File: src/rtl/evctr_pkg.sv
`timescale 1ns/1ps
package evctr_pkg;

    localparam int CTL_W  = 64;
    localparam int SEL_W  = 8;
    localparam int PART_W = 9;
    localparam int SUB_W  = 2;
    localparam int OPC_W  = 7;

    localparam logic [SEL_W-1:0] SEL_NONE  = 8'h00;
    localparam logic [SEL_W-1:0] SEL_CYCLE = 8'hFF;

    // control word bit positions (software encodes against these)
    localparam int B_SEL     = 0;
    localparam int B_PART_EN = 8;
    localparam int B_GRP_EN  = 9;
    localparam int B_PART    = 10;
    localparam int B_GRP     = 27;
    localparam int B_STR_EN  = 35;
    localparam int B_STR     = 36;
    localparam int B_PF_EN   = 37;
    localparam int B_PF      = 38;
    localparam int B_SUB_EN  = 39;
    localparam int B_SUB     = 40;
    localparam int B_OPC_EN  = 42;
    localparam int B_OPC     = 43;

    typedef struct packed {
        logic [OPC_W-1:0]  opcode;
        logic [SUB_W-1:0]  subsrc;
        logic              prefetch;
        logic              stream;
        logic              group;
        logic [PART_W-1:0] partid;
    } txn_attr_t;

    typedef struct packed {
        logic [SEL_W-1:0]  sel;
        logic              part_en;
        logic [PART_W-1:0] part_val;
        logic              grp_en;
        logic              grp_val;
        logic              str_en;
        logic              str_val;
        logic              pf_en;
        logic              pf_val;
        logic              sub_en;
        logic [SUB_W-1:0]  sub_val;
        logic              opc_en;
        logic [OPC_W-1:0]  opc_val;
    } ctr_ctl_t;

    localparam ctr_ctl_t CTL_RESET = '0;

endpackage

File: src/rtl/evctr_qual.sv
`timescale 1ns/1ps
module evctr_qual
    import evctr_pkg::*;
#(
    parameter int EVT_W = 48
) (
    input  logic             clk,
    input  logic             rst,
    input  ctr_ctl_t         ctl,
    input  logic [EVT_W-1:0] evt_vec,
    input  txn_attr_t        attr,
    output logic             hit
);

    logic ev_on;
    logic attr_ok;

    // select code k (1..EVT_W) picks strobe k-1
    always_comb begin
        ev_on = 1'b0;
        for (int k = 1; k <= EVT_W; k++) begin
            if (ctl.sel == SEL_W'(k)) ev_on = evt_vec[k-1];
        end
    end

    always_comb begin
        attr_ok = (!ctl.part_en || (attr.partid   == ctl.part_val))
               && (!ctl.grp_en  || (attr.group    == ctl.grp_val))
               && (!ctl.str_en  || (attr.stream   == ctl.str_val))
               && (!ctl.pf_en   || (attr.prefetch == ctl.pf_val))
               && (!ctl.sub_en  || (attr.subsrc   == ctl.sub_val))
               && (!ctl.opc_en  || (attr.opcode   == ctl.opc_val));
    end

    assign hit = (ctl.sel == SEL_CYCLE) || (ev_on && attr_ok);

    AST_SEL_NONE_IDLE: assert property (@(posedge clk) disable iff (rst)
        (ctl.sel == SEL_NONE) |-> !hit);
    AST_CYCLE_ALWAYS: assert property (@(posedge clk) disable iff (rst)
        (ctl.sel == SEL_CYCLE) |-> hit);
    AST_PART_BLOCKS: assert property (@(posedge clk) disable iff (rst)
        (ctl.sel != SEL_CYCLE && ctl.part_en && attr.partid != ctl.part_val) |-> !hit);
    AST_OPC_BLOCKS: assert property (@(posedge clk) disable iff (rst)
        (ctl.sel != SEL_CYCLE && ctl.opc_en && attr.opcode != ctl.opc_val) |-> !hit);
    AST_UNKNOWN_IDLE: assert property (@(posedge clk) disable iff (rst)
        (ctl.sel > SEL_W'(EVT_W) && ctl.sel != SEL_CYCLE) |-> !hit);

endmodule

File: src/rtl/evctr_cnt.sv
`timescale 1ns/1ps
module evctr_cnt #(
    parameter int CNT_W = 64
) (
    input  logic             clk,
    input  logic             rst,
    input  logic             load,
    input  logic [CNT_W-1:0] load_val,
    input  logic             inc,
    output logic [CNT_W-1:0] cnt
);

    always_ff @(posedge clk) begin
        if (rst)       cnt <= '0;
        else if (load) cnt <= load_val;
        else if (inc)  cnt <= cnt + CNT_W'(1);
    end

    AST_RESET_CLEAR: assert property (@(posedge clk)
        rst |=> (cnt == '0));
    AST_LOAD_WINS: assert property (@(posedge clk) disable iff (rst)
        load |=> (cnt == $past(load_val)));
    AST_STEP_WRAP: assert property (@(posedge clk) disable iff (rst)
        (!load && inc) |=> (cnt == $past(cnt) + CNT_W'(1)));
    AST_IDLE_HOLD: assert property (@(posedge clk) disable iff (rst)
        (!load && !inc) |=> $stable(cnt));

endmodule

File: src/rtl/evctr_bank.sv
`timescale 1ns/1ps
module evctr_bank
    import evctr_pkg::*;
#(
    parameter int NUM_CTR = 8,
    parameter int CNT_W   = 64,
    parameter int EVT_W   = 48,
    localparam int IDX_W  = $clog2(NUM_CTR)
) (
    input  logic                clk,
    input  logic                rst,
    input  logic [EVT_W-1:0]    evt_vec,
    input  logic [PART_W-1:0]   at_partid,
    input  logic                at_group,
    input  logic                at_stream,
    input  logic                at_prefetch,
    input  logic [SUB_W-1:0]    at_subsrc,
    input  logic [OPC_W-1:0]    at_opcode,
    input  logic                wr_en,
    input  logic                wr_target,
    input  logic [IDX_W-1:0]    wr_idx,
    input  logic [CTL_W-1:0]    wr_data,
    input  logic [IDX_W-1:0]    rd_idx,
    output logic [CNT_W-1:0]    rd_count
);

    txn_attr_t        attr;
    ctr_ctl_t         ctl_in;
    logic [CNT_W-1:0] cnt_q [NUM_CTR];

    assign attr = '{opcode: at_opcode, subsrc: at_subsrc, prefetch: at_prefetch,
                    stream: at_stream, group: at_group, partid: at_partid};

    // decode the written word into the stored control fields
    always_comb begin
        ctl_in          = CTL_RESET;
        ctl_in.sel      = wr_data[B_SEL +: SEL_W];
        ctl_in.part_en  = wr_data[B_PART_EN];
        ctl_in.part_val = wr_data[B_PART +: PART_W];
        ctl_in.grp_en   = wr_data[B_GRP_EN];
        ctl_in.grp_val  = wr_data[B_GRP];
        ctl_in.str_en   = wr_data[B_STR_EN];
        ctl_in.str_val  = wr_data[B_STR];
        ctl_in.pf_en    = wr_data[B_PF_EN];
        ctl_in.pf_val   = wr_data[B_PF];
        ctl_in.sub_en   = wr_data[B_SUB_EN];
        ctl_in.sub_val  = wr_data[B_SUB +: SUB_W];
        ctl_in.opc_en   = wr_data[B_OPC_EN];
        ctl_in.opc_val  = wr_data[B_OPC +: OPC_W];
    end

    for (genvar i = 0; i < NUM_CTR; i++) begin : g_slot
        ctr_ctl_t ctl_q;
        logic     hit;
        logic     ctl_we;
        logic     cnt_we;

        assign ctl_we = wr_en && !wr_target && (wr_idx == IDX_W'(i));
        assign cnt_we = wr_en &&  wr_target && (wr_idx == IDX_W'(i));

        always_ff @(posedge clk) begin
            if (rst)         ctl_q <= CTL_RESET;
            else if (ctl_we) ctl_q <= ctl_in;
        end

        evctr_qual #(.EVT_W(EVT_W)) u_qual (
            .clk     (clk),
            .rst     (rst),
            .ctl     (ctl_q),
            .evt_vec (evt_vec),
            .attr    (attr),
            .hit     (hit)
        );

        evctr_cnt #(.CNT_W(CNT_W)) u_cnt (
            .clk      (clk),
            .rst      (rst),
            .load     (cnt_we),
            .load_val (wr_data[CNT_W-1:0]),
            .inc      (hit),
            .cnt      (cnt_q[i])
        );
    end

    assign rd_count = cnt_q[rd_idx];

endmodule

File: config.mk
export PLATFORM = sky130hd
export DESIGN_NAME = evctr_bank
export DESIGN_NICKNAME = d
export VERILOG_FILES = /design/src/rtl/evctr_pkg.sv /design/src/rtl/evctr_qual.sv /design/src/rtl/evctr_cnt.sv /design/src/rtl/evctr_bank.sv
export SDC_FILE = /design/constraint.sdc
export NUM_CORES = 2
export LEC_CHECK = 0
export BUFFER_PORTS_ARGS = -buffer_cell sky130_fd_sc_hd__buf_2
export CAP_MARGIN = 5
export CORE_MARGIN = 2
export CORE_UTILIZATION = 45
export CTS_CLUSTER_DIAMETER = 30
export DETAILED_ROUTE_END_ITERATION = 7
export PLACE_DENSITY_LB_ADDON = 0.08
export SLEW_MARGIN = 20
export SYNTH_ARGS = -nofsm -noshare
export SYNTH_HDL_FRONTEND = slang
export SYNTH_SLANG_ARGS = --single-unit
File: constraint.sdc
create_clock -name clk -period 9.45 [get_ports clk]
set_input_delay 0.945 -clock clk [delete_from_list [all_inputs] [get_ports clk]]
set_output_delay 0.945 -clock clk [all_outputs]
set_load 0.005 [all_outputs]
==> impl_results.md <==
- DP Cell Count: between 8,000 and 9,000
- Seq/Total Area, Yosys: 0.3026
- Most frequent cells after synthesis: nand2_1 (1,085), dfxtp_1 (792), a21oi_1 (733)
- Pwr/cell area: around 200 mW/mm^2
- Area taken by multi-input logic gates: between 0.03 and 0.04 sq mm
- WS Path Type: register to register
- Place WS: between 4000 and 5000 ps
- Clock Path Buffers: 3
- Crit-path most repeated cell: a311oi_1
- Post-cts resize count: 0
- Pint: a little over 9000 uW
- MaxCap Viol Count: 0
- Vias: ~56,000
- Initial antenna violation count: 28
- CTS tree: done
- WL/cell: around 28 um
- Average size of a mapped cell: about 7.5 sq um
- Die height: approximately 350 um
- Top-Level Pins: between 200 and 250
- Ys async rst share: 0
- Total gr overflow: 0
- Mapped Nets: about 7,000
- Outcome: finished, final reports clean
- Vias per cell: 6.576
- Worst vdd ir: between 150 and 200 uV
- Synth top area share: 0.3026
- Tot GR Track Use: 0.3786
- Clock root buffer: clkbuf_16
- Postcts setup bufs: 0
- Sequential Power Share: 0.284
- Total CTS buffers: 215
- Post-Route Setup TNS: 0 ps
- CP required: between 10,000 and 15,000 ps
- CTS hold repair buffers: 0
- Wire length of the first global-routing pass: 343,800 um
- Final Critical Period: slightly above 5000 ps
- # clock sinks: approximately 790
- Clock network power share: 0.651
- Cell variety after synth: just over 90
- Rows: 125
- EDFF count, synth: 0
- DRC Markers: 0
- Core Footprint: about 0.12 sq mm
- Fmax: approximately 200 MHz
- DRT antenna net count: 0
- Final Hold Fails: 0
- Cell Area, Synth: approximately 0.052 sq mm
- Final Net Count: approximately 7,000
- CP cell instances: clkinv_1 > a311oi_1 > a311oi_1 > nor4b_1 > nor4_1 > a2bb2oi_2 > buf_4 > nand4_2 > or4_1 > a311oi_1
- Final setup margin: about 4400 ps
- PortBufs: a little over 200
- Placer Congestion: 0.9753
- Largest fanout on the critical path: 38
- Max incr delay on CP: ~950 ps
- Die ar.: about 0.12 sq mm
- First-pass DRT Iterations: 7
- Via count of the first global-routing pass: roughly 51,000
- Crit path capture type: register
- WL final: roughly 230,000 um
- Syn. warnings: 0
- Slew HR: 0.1930
- Leakage: 0.02057 uW
- Pwr Total: ~12,000 uW
- HP Class: register to register
- Critical Path Source Type: register
- Post-Synthesis Cells: 6,945
- Sw Pwr: 3022 uW
- Sequential Area: 0.01586 sq mm
- Sw Share: 0.2460
- Ys flop type: dfxtp_1
- Largest net degree at the start of global routing: 179
- Non-Filler Instances: ~8,500
- Gate power share: 0.065
- Die Width: 345.2 um
- Count of final max-slew check failures: 0
- Clk pin slew, worst setup/hold paths: roughly 50 ps
- FILL cells: roughly 11,000
- Data arrival, critical path: 5760 ps
- DRT iter0 DRCs: 6,471
- Post-DP HPWL: around 160,000 um
- Worst slew pin tran: ~1200 ps
- Setup Skew: roughly 60 ps
- Period Utilization, post-route: 0.5346
- Share of layout cells above drive strength 1: 0.1477
- Finish-stage setup viols: 0
- Initial Util: 0.4521
- Synth area leader: dfxtp_1
- Count leader, synth: nand2_1
- H-tree depth: 4
- Yosys reg bits: about 790
- Area Overhead vs Synth: 18.03%
- Synth top area cells: dfxtp_1 (30%), nand2_1 (7.8%), a21oi_1 (7.0%), mux4_2 (5.7%), clkbuf_1 (4.0%)
- Worst-Skew Late Latency: between 800 and 900 ps
- Unrepaired setup endpoints after global routing: false
- Critical path's slowest cell: dfxtp_1
-- layout by cell type, fill, tap and decap left out, drive strengths merged, types with 23 or more instances in the layout --
master,n
a311oi,62
a211oi,228
inv,125
nand4,161
nand2,1085
clkbuf,283
xnor2,167
o22ai,27
o31ai,52
dfxtp,792
nor2,464
xor2,148
o21ai,279
or2,32
clkinv,62
and3,127
nor4b,35
and2,38
a31o,31
mux2,85
mux4,132
or4,23
nand3,255
nor3b,45
bufinv,42
buf,306
or3,58
mux2i,61
a21oi,733
a31oi,29
o211ai,30
nor3,242
a21o,24
nand2b,49
o32ai,107
nor4,140
and4,46
nor2b,39
-- power groups by stage --
stage | combinational (uW) | clock [uW] | sequential, uW
2_1_floorplan | 474 | 0 | 3510
3_3_place_gp | 769 | 0 | 3540
3_5_place_dp | 772 | 0 | 3550
4_1_cts | 775 | 8050 | 3490
5_1_grt | 829 | 8230 | 3490
6_report | 796 | 8000 | 3490
-- flip-flops by register name, indices dropped and copies added (netlist names) --
signal,cells
g_slot.u_cnt.cnt,512
g_slot.ctl_q,280
-- area by class of cell --
type	instances	share of cell area
antenna	13	0.0005260
clock buffer	282	0.09836
clock inverter	119	0.03061
inverter	119	0.007303
multi-input combinational	5367	0.5461
sequential	792	0.2564
tap	1524	0.03083
timing repair buffer	307	0.02990
-- cells by family (layout without fill, tap and decap cells) --
logic type	count (synthesis)	in the layout	synth area share
fa+ha+maj	8	8	0.001910
mux	278	278	0.08665
compound gates	1863	1863	0.2291
buf+inv	786	827	0.05724
xor+xnor	315	315	0.05265
simple gates	2903	2903	0.2698
other cells	0	13	0
flops	792	792	0.3026
-- path summary, 6_finish.rpt --
check | startpoint | end | slack (ps) | depth (start not counted)
worst max-delay path | g_slot[0].ctl_q[27] | g_slot[0].u_cnt.cnt[36] | 4400 | 10
worst min-delay path | g_slot[7].ctl_q[10] | g_slot[7].ctl_q[10] | 450 | 2
worst max register to register | g_slot[0].ctl_q[27] | g_slot[0].u_cnt.cnt[36] | 4400 | 10
worst min register to register | g_slot[7].ctl_q[10] | g_slot[7].ctl_q[10] | 450 | 2
-- stage by stage --
stage / area, sq um / hold slack [ps] / util
3_3_place_gp: 53810 / 439.4 / 0.4643
6_report: 61850 / 449.2 / 0.5337
2_1_floorplan: 52400 / 432.9 / -
5_1_grt: 61840 / 462.7 / 0.5336
4_1_cts: 61790 / 450.0 / 0.5332
3_5_place_dp: 53810 / 443.4 / 0.4643
-- critical path, delay by kind of cell, from the launching register on --
family / cells / cell delay, ps
buf+inv: 2 / 800
flops: 1 / 950
compound gates: 4 / 880
simple gates: 4 / 2270
-- routing by layer --
metal / vias up / GRT usage / share of wire
li1: 25390 / - / -
met1: 26880 / 0.4726 / 0.39
met2: 3035 / 0.5913 / 0.45
met4: 16 / 0.2503 / 0.072
met3: 720 / 0.07863 / 0.093
met5: - / 0 / 0.00044
No activity file was read; power rests on OpenSTA's default activity.
